File: src/rtl/clkratio_pkg.sv
package clkratio_pkg;
    localparam int NUM_DOM    = 6;
    localparam int EXP_W      = 2;
    localparam int CTL_W      = 16;
    localparam int FIELD_BITS = NUM_DOM * EXP_W;
    localparam int UPPER_W    = CTL_W - FIELD_BITS;
    localparam int SEL_W      = 3;

    typedef logic [EXP_W-1:0] exp_t;

    // Packed MSB first: upper bits, then peripheral down to core at bit 0.
    typedef struct packed {
        logic [UPPER_W-1:0] upper;
        exp_t               per;
        exp_t               lcd;
        exp_t               tc;
        exp_t               mmu;
        exp_t               dsp;
        exp_t               core;
    } ctl_t;
endpackage

File: src/rtl/ratio_normalizer.sv
module ratio_normalizer
    import clkratio_pkg::*;
(
    input  ctl_t raw_i,
    output ctl_t norm_o
);
    localparam int WIDE_W = EXP_W + 1;

    logic [WIDE_W-1:0] mmu_w;
    logic [WIDE_W-1:0] dsp_lo_w;
    logic [WIDE_W-1:0] dsp_hi_w;
    logic [WIDE_W-1:0] tc_w;
    logic [WIDE_W-1:0] lcd_w;
    logic [WIDE_W-1:0] per_w;

    always_comb begin
        dsp_lo_w = {1'b0, raw_i.dsp};
        dsp_hi_w = dsp_lo_w + 1'b1;

        // DSP-MMU window first; the traffic-controller floor depends on it.
        mmu_w = {1'b0, raw_i.mmu};
        if (mmu_w < dsp_lo_w) mmu_w = dsp_lo_w;
        if (mmu_w > dsp_hi_w) mmu_w = dsp_hi_w;

        tc_w = {1'b0, raw_i.tc};
        if (tc_w < {1'b0, raw_i.core}) tc_w = {1'b0, raw_i.core};
        if (tc_w < mmu_w)              tc_w = mmu_w;

        lcd_w = {1'b0, raw_i.lcd};
        if (lcd_w < tc_w) lcd_w = tc_w;
        per_w = {1'b0, raw_i.per};
        if (per_w < tc_w) per_w = tc_w;

        norm_o       = raw_i;
        norm_o.mmu   = mmu_w[EXP_W-1:0];
        norm_o.tc    = tc_w[EXP_W-1:0];
        norm_o.lcd   = lcd_w[EXP_W-1:0];
        norm_o.per   = per_w[EXP_W-1:0];
    end
endmodule

File: src/rtl/rate_exp_calc.sv
module rate_exp_calc #(
    parameter int RATE_W = 32,
    parameter int EXP_W  = 2
) (
    input  logic [RATE_W-1:0] parent_i,
    input  logic [RATE_W-1:0] target_i,
    output logic [EXP_W-1:0]  exp_o,
    output logic              found_o
);
    localparam int MAX_EXP = (1 << EXP_W) - 1;

    always_comb begin
        found_o = 1'b0;
        exp_o   = EXP_W'(MAX_EXP);
        // Walk from the slowest choice down so the last hit is the smallest.
        for (int i = MAX_EXP; i >= 0; i--) begin
            if ((parent_i >> i) <= target_i) begin
                found_o = 1'b1;
                exp_o   = EXP_W'(i);
            end
        end
    end
endmodule

File: src/rtl/pow2_enable_gen.sv
module pow2_enable_gen #(
    parameter int EXP_W = 2
) (
    input  logic             clk,
    input  logic             rst_n,
    input  logic [EXP_W-1:0] exp_i,
    output logic             en_o
);
    localparam int CNT_W = (1 << EXP_W) - 1;

    logic [CNT_W-1:0] cnt_d, cnt_q;
    logic [CNT_W:0]   span;

    assign en_o = (cnt_q == '0);

    always_comb begin
        span = (CNT_W+1)'(1) << exp_i;
        // Reload only at terminal count; the live exponent sets the next period.
        if (en_o) cnt_d = CNT_W'(span - 1'b1);
        else      cnt_d = cnt_q - 1'b1;
    end

    always_ff @(posedge clk) begin
        if (!rst_n) cnt_q <= '0;
        else        cnt_q <= cnt_d;
    end

    // divide-by-one keeps the enable high every cycle
    a_r1_div1_every_cycle: assert property (@(posedge clk) disable iff (!rst_n)
        (en_o && exp_i == '0) |=> en_o);

    // a non-unity period never yields back-to-back enables
    a_r10_min_gap: assert property (@(posedge clk) disable iff (!rst_n)
        (en_o && exp_i != '0) |=> !en_o);
endmodule

File: src/rtl/clkratio_ctrl.sv
module clkratio_ctrl
    import clkratio_pkg::*;
#(
    parameter int RATE_W = 32
) (
    input  logic                clk,
    input  logic                rst_n,
    input  logic                wr_en,
    input  logic [CTL_W-1:0]    wr_data,
    output logic [CTL_W-1:0]    rd_data,
    input  logic                req_valid,
    input  logic [SEL_W-1:0]    req_sel,
    input  logic [RATE_W-1:0]   req_target,
    input  logic [RATE_W-1:0]   req_parent,
    output logic                req_ok,
    output logic                req_err,
    output logic [NUM_DOM-1:0]  clk_en
);
    typedef struct packed {
        ctl_t ctl;
        logic ok;
        logic err;
    } state_t;

    state_t st_d, st_q;

    ctl_t              wr_norm;
    ctl_t              req_raw;
    ctl_t              req_norm;
    exp_t              calc_exp;
    logic              calc_found;
    logic [CTL_W-1:0]  merged_vec;
    logic              req_bad;

    ratio_normalizer u_norm_wr (
        .raw_i  (ctl_t'(wr_data)),
        .norm_o (wr_norm)
    );

    rate_exp_calc #(.RATE_W(RATE_W), .EXP_W(EXP_W)) u_calc (
        .parent_i (req_parent),
        .target_i (req_target),
        .exp_o    (calc_exp),
        .found_o  (calc_found)
    );

    always_comb begin
        merged_vec = st_q.ctl;
        for (int i = 0; i < NUM_DOM; i++) begin
            if (req_sel == SEL_W'(i)) merged_vec[i*EXP_W +: EXP_W] = calc_exp;
        end
        req_raw = ctl_t'(merged_vec);
    end

    ratio_normalizer u_norm_req (
        .raw_i  (req_raw),
        .norm_o (req_norm)
    );

    assign req_bad = (req_parent == '0) || (req_sel >= SEL_W'(NUM_DOM)) || !calc_found;

    always_comb begin
        st_d     = st_q;
        st_d.ok  = 1'b0;
        st_d.err = 1'b0;
        if (wr_en) begin
            st_d.ctl = wr_norm;
            st_d.err = req_valid;
        end else if (req_valid) begin
            if (req_bad) begin
                st_d.err = 1'b1;
            end else begin
                st_d.ctl = req_norm;
                st_d.ok  = 1'b1;
            end
        end
    end

    always_ff @(posedge clk) begin
        if (!rst_n) st_q <= '0;
        else        st_q <= st_d;
    end

    assign rd_data = st_q.ctl;
    assign req_ok  = st_q.ok;
    assign req_err = st_q.err;

    logic [CTL_W-1:0] ctl_vec;
    assign ctl_vec = st_q.ctl;

    for (genvar g = 0; g < NUM_DOM; g++) begin : g_dom
        pow2_enable_gen #(.EXP_W(EXP_W)) u_gen (
            .clk   (clk),
            .rst_n (rst_n),
            .exp_i (ctl_vec[g*EXP_W +: EXP_W]),
            .en_o  (clk_en[g])
        );
    end

    // stored DSP-MMU exponent stays inside its window
    a_r2_mmu_window: assert property (@(posedge clk) disable iff (!rst_n)
        (st_q.ctl.mmu >= st_q.ctl.dsp) &&
        ({1'b0, st_q.ctl.mmu} <= ({1'b0, st_q.ctl.dsp} + 1'b1)));

    // traffic controller never faster than core or DSP-MMU
    a_r3_tc_floor: assert property (@(posedge clk) disable iff (!rst_n)
        (st_q.ctl.tc >= st_q.ctl.core) && (st_q.ctl.tc >= st_q.ctl.mmu));

    // LCD and peripheral never faster than traffic controller
    a_r4_slow_floor: assert property (@(posedge clk) disable iff (!rst_n)
        (st_q.ctl.lcd >= st_q.ctl.tc) && (st_q.ctl.per >= st_q.ctl.tc));

    // upper bits of a write arrive unchanged
    a_r5_upper_pass: assert property (@(posedge clk) disable iff (!rst_n)
        wr_en |=> (rd_data[CTL_W-1 -: UPPER_W] == $past(wr_data[CTL_W-1 -: UPPER_W])));

    // a zero parent rate leaves the word alone and flags an error
    a_r8_zero_parent_holds: assert property (@(posedge clk) disable iff (!rst_n)
        (req_valid && !wr_en && req_parent == '0) |=> ($stable(rd_data) && req_err));

    // accept and reject never pulse together
    a_r6_resp_excl: assert property (@(posedge clk) disable iff (!rst_n)
        !(req_ok && req_err));
endmodule

File: config.mk
export PLATFORM = sky130hd
export DESIGN_NAME = clkratio_ctrl
export DESIGN_NICKNAME = d
export VERILOG_FILES = /design/src/rtl/clkratio_pkg.sv /design/src/rtl/ratio_normalizer.sv /design/src/rtl/rate_exp_calc.sv /design/src/rtl/pow2_enable_gen.sv /design/src/rtl/clkratio_ctrl.sv
export SDC_FILE = /design/constraint.sdc
export NUM_CORES = 1
export LEC_CHECK = 0
export BUFFER_PORTS_ARGS = -buffer_cell sky130_fd_sc_hd__buf_2
export CORE_UTILIZATION = 45
export DETAILED_ROUTE_END_ITERATION = 6
export GPL_ROUTABILITY_DRIVEN = 0
export PLACE_DENSITY = 0.68
export RECOVER_POWER = 100
export SYNTH_ARGS = -nofsm -noshare
export SYNTH_HDL_FRONTEND = slang
export SYNTH_SLANG_ARGS = --single-unit
File: constraint.sdc
create_clock -name clk -period 7.4 [get_ports clk]
set_input_delay 1.48 -clock clk [delete_from_list [all_inputs] [get_ports clk]]
set_output_delay 1.48 -clock clk [all_outputs]
set_load 0.05 [all_outputs]
==> flow_summary.json <==
{
  "ant_nets": 0,
  "yosys_most_used_dff": "dfxtp_1",
  "post-cts-setup-buffers": 0,
  "status": "complete, but fails checks",
  "timing_worst_setup_path_type": "primary input to flip-flop",
  "final_core_util_pct": 53.2,
  "dieWidth_um": 111,
  "wl_per_cell_um": 15.6,
  "hold_viol_final": 0,
  "wirelength_mm": 14.5,
  "finalMaxSlewViolations": 0,
  "initial_utilization_pct": 46.5,
  "yosys_warnings": 0,
  "grt_max_degree": 32,
  "syn-cell-area_um2": 5360,
  "tritoncts": "done",
  "p_sw_mw": 0.572,
  "syn-instance-count": 679,
  "ys_types": 61,
  "numCtsBuffers": 5,
  "async_flop_share_pct": 0,
  "synth_edf_count": 0,
  "htreeDepth": 2,
  "p_int_mw": 0.622,
  "syn-num-nets": 914,
  "skew_ns": 0.00223,
  "dpl.hpwl_mm": 12.1,
  "viasPerCell": 5.79,
  "hold_class": "flip-flop to flip-flop",
  "rsz0062_at_grt": "false",
  "grt_pass1_vias": 5356,
  "core_region_area_um2": 11500,
  "layout_commonest_cell": "ha_1",
  "power_frac_clock_pct": 17.2,
  "hold_slack_ns": 0.463,
  "worst_pin_slew_ns": 0.988,
  "arrival_ns": 7.11,
  "port_buffers": 110,
  "layout_common_cells": "ha_1, buf_2, inv_1",
  "layout.nets": 1018,
  "clkTransAtPathRegs_ns": 0.05,
  "critPathLaunchType": "primary input",
  "critPathMaxFanout": 6,
  "cp.required_ns": 7.59,
  "slew_headroom_pct": 34.1,
  "vdd_drop_max_uv": 175,
  "grt_usage_pct": 23.6,
  "avgSynthCellArea_um2": 7.89,
  "dp.cells": 919,
  "dr.pass1.iters": 7,
  "dr_total_vias": 5367,
  "sw_frac_of_total_pct": 47.9,
  "crit_path_end_kind": "flip-flop",
  "ctsRootBufferMaster": "clkbuf_16",
  "clk_latency_ns": 0.28,
  "grt_pass1_wl_mm": 24.4,
  "diodes": 0,
  "maxCapViolations": 0,
  "leakagePower_nw": 3.07,
  "die-area_um2": 12300,
  "ys_seq_elements": 36,
  "seq_area_frac_synth_pct": 13.5,
  "combinationalPowerShare_pct": 58.5,
  "die_y_um": 111,
  "fmax_ghz": 0.145,
  "fin_cells": 927,
  "p_per_area_nw_per_um2": 195,
  "tns_ns": 0,
  "fp-row-count": 39,
  "setup_viol": 0,
  "syn_to_final_growth_pct": 14.4,
  "violations": "design-rule violations",
  "fin_crit_ns": 6.92,
  "antenna_found_initial": 0,
  "seq_power_share_pct": 24.3,
  "drc": 20,
  "cts_sinks": 36,
  "grt.overflow.total": 0,
  "min_period_over_period_pct": 93.5,
  "pin_count": 111,
  "first_iter_violations": 303,
  "clock_tree.buffer_depth": 2,
  "drive_gt1_share_pct": 13.5
}
[cell type report]
| class | count | area, um2 |
|---|---|---|
| inverters | 73 | 274 |
| flip-flops and latches | 36 | 721 |
| fillers | 1106 | 5390 |
| clock inverters | 1 | 8.76 |
| well taps | 143 | 179 |
| multi-input cells | 557 | 4300 |
| clock buffers | 7 | 133 |
| repair buffers | 110 | 519 |
[through the flow]
stage                     area (um2)  setup WS (ns)  power [mW]
final                           6130          0.483        1.19
after global routing            6130         0.0529        1.30
after CTS                       6160          0.240        1.20
after detailed placement        6010        0.00632       0.992
after global placement          6010          0.357       0.953
after floorplan                 5360           1.12       0.842
[power groups by stage]
stage / clock (mW) / combinational (mW) / sequential (mW)
floorplan: 0 / 0.520 / 0.322
global placement: 0 / 0.664 / 0.289
detailed placement: 0 / 0.699 / 0.293
CTS: 0.209 / 0.705 / 0.290
global route: 0.219 / 0.783 / 0.297
finish: 0.205 / 0.699 / 0.290
[cell families (layout without fill, tap and decap cells)]
logic type	count (synthesis)	in the layout	share of synthesized area, %
multiplexers	13	13	2.48
adder cells (fa/ha/maj)	148	148	34.6
XOR/XNOR	6	6	0.981
AO/OA/AOI/OAI	184	184	22.2
buffers and inverters	86	191	6.47
flip-flops	36	36	13.5
AND/OR/NAND/NOR	206	206	19.8
[critical path, stage by stage]
cell and delay (ns):
buf_2 0.08, inv_1 0.08, ha_1 0.33, nand4_1 0.24
nor4_2 0.42, nand2b_1 0.16, a31oi_1 0.04, a21oi_1 0.38
nor2_1 0.21, a21o_1 0.23, ha_1 0.29, o21ai_0 0.16
o22ai_1 0.10, o22ai_2 0.20, ha_1 0.27, a21oi_1 0.15
o21ai_1 0.15, o21ai_1 0.32, ha_1 0.33, nor2_1 0.08
a22oi_1 0.16, o211ai_1 0.20, ha_1 0.35, nor2_1 0.14
a31oi_1 0.07, or3_1 0.33, a31oi_1 0.16
[cells in the mapped netlist (3+ instances only)]
| cell type | instances | share of area [%] |
|---|---|---|
| a211oi_1 | 3 | 0.42 |
| o21a_1 | 6 | 0.84 |
| nor3_1 | 22 | 2.1 |
| a221o_1 | 3 | 0.56 |
| nand2_1 | 49 | 3.4 |
| o2bb2ai_1 | 3 | 0.49 |
| xor2_1 | 6 | 0.98 |
| ha_1 | 148 | 35 |
| nand2b_1 | 6 | 0.70 |
| nand4_1 | 25 | 2.9 |
| nor2_1 | 48 | 3.4 |
| dfxtp_1 | 36 | 13 |
| a31oi_1 | 17 | 2.0 |
| nor2b_1 | 5 | 0.58 |
| a221oi_1 | 4 | 0.65 |
| clkbuf_1 | 5 | 0.35 |
| a2bb2oi_1 | 4 | 0.65 |
| nor4_1 | 19 | 2.2 |
| nand3_1 | 9 | 0.84 |
| and2_1 | 4 | 0.47 |
| buf_4 | 6 | 0.84 |
| o21ai_0 | 30 | 2.8 |
| o22a_1 | 3 | 0.49 |
| inv_1 | 71 | 5.0 |
| o21ai_1 | 4 | 0.37 |
| mux2i_1 | 11 | 2.1 |
| o31ai_1 | 3 | 0.42 |
| a21oi_1 | 58 | 5.4 |
| a21o_1 | 20 | 2.8 |
| nor3b_1 | 4 | 0.56 |
| o211ai_1 | 7 | 0.98 |
[worst paths after layout]
kind,cells past startpoint,end,slack [ns],from
worst min-delay path,1,g_dom[5].u_gen.cnt_q[0],0.46,g_dom[5].u_gen.cnt_q[0]
worst max register to register,20,rd_data[9],3.07,rd_data[3]
worst min register to register,1,g_dom[5].u_gen.cnt_q[0],0.46,g_dom[5].u_gen.cnt_q[0]
worst max-delay path,27,rd_data[9],0.48,req_target[11]
[repair_timing]
item	in CTS	in global routing
hold endpoints to repair	0	0
setup endpoints to repair	0	4
gates resized for setup	0	3
hold buffers	0	0
[sequential cells by signal, summed over array words and instances (netlist names)]
| signal | count |
|---|---|
| g_dom.u_gen.cnt_q | 18 |
| rd_data | 16 |
| req_err | 1 |
| req_ok | 1 |
[layer usage]
metal	GRT usage [%]	wire (um)
met1	29.2	6400
met2	42.9	7070
met3	3.23	781
met4	5.59	204
met5	0	0
(Power assumes the default switching activity.)
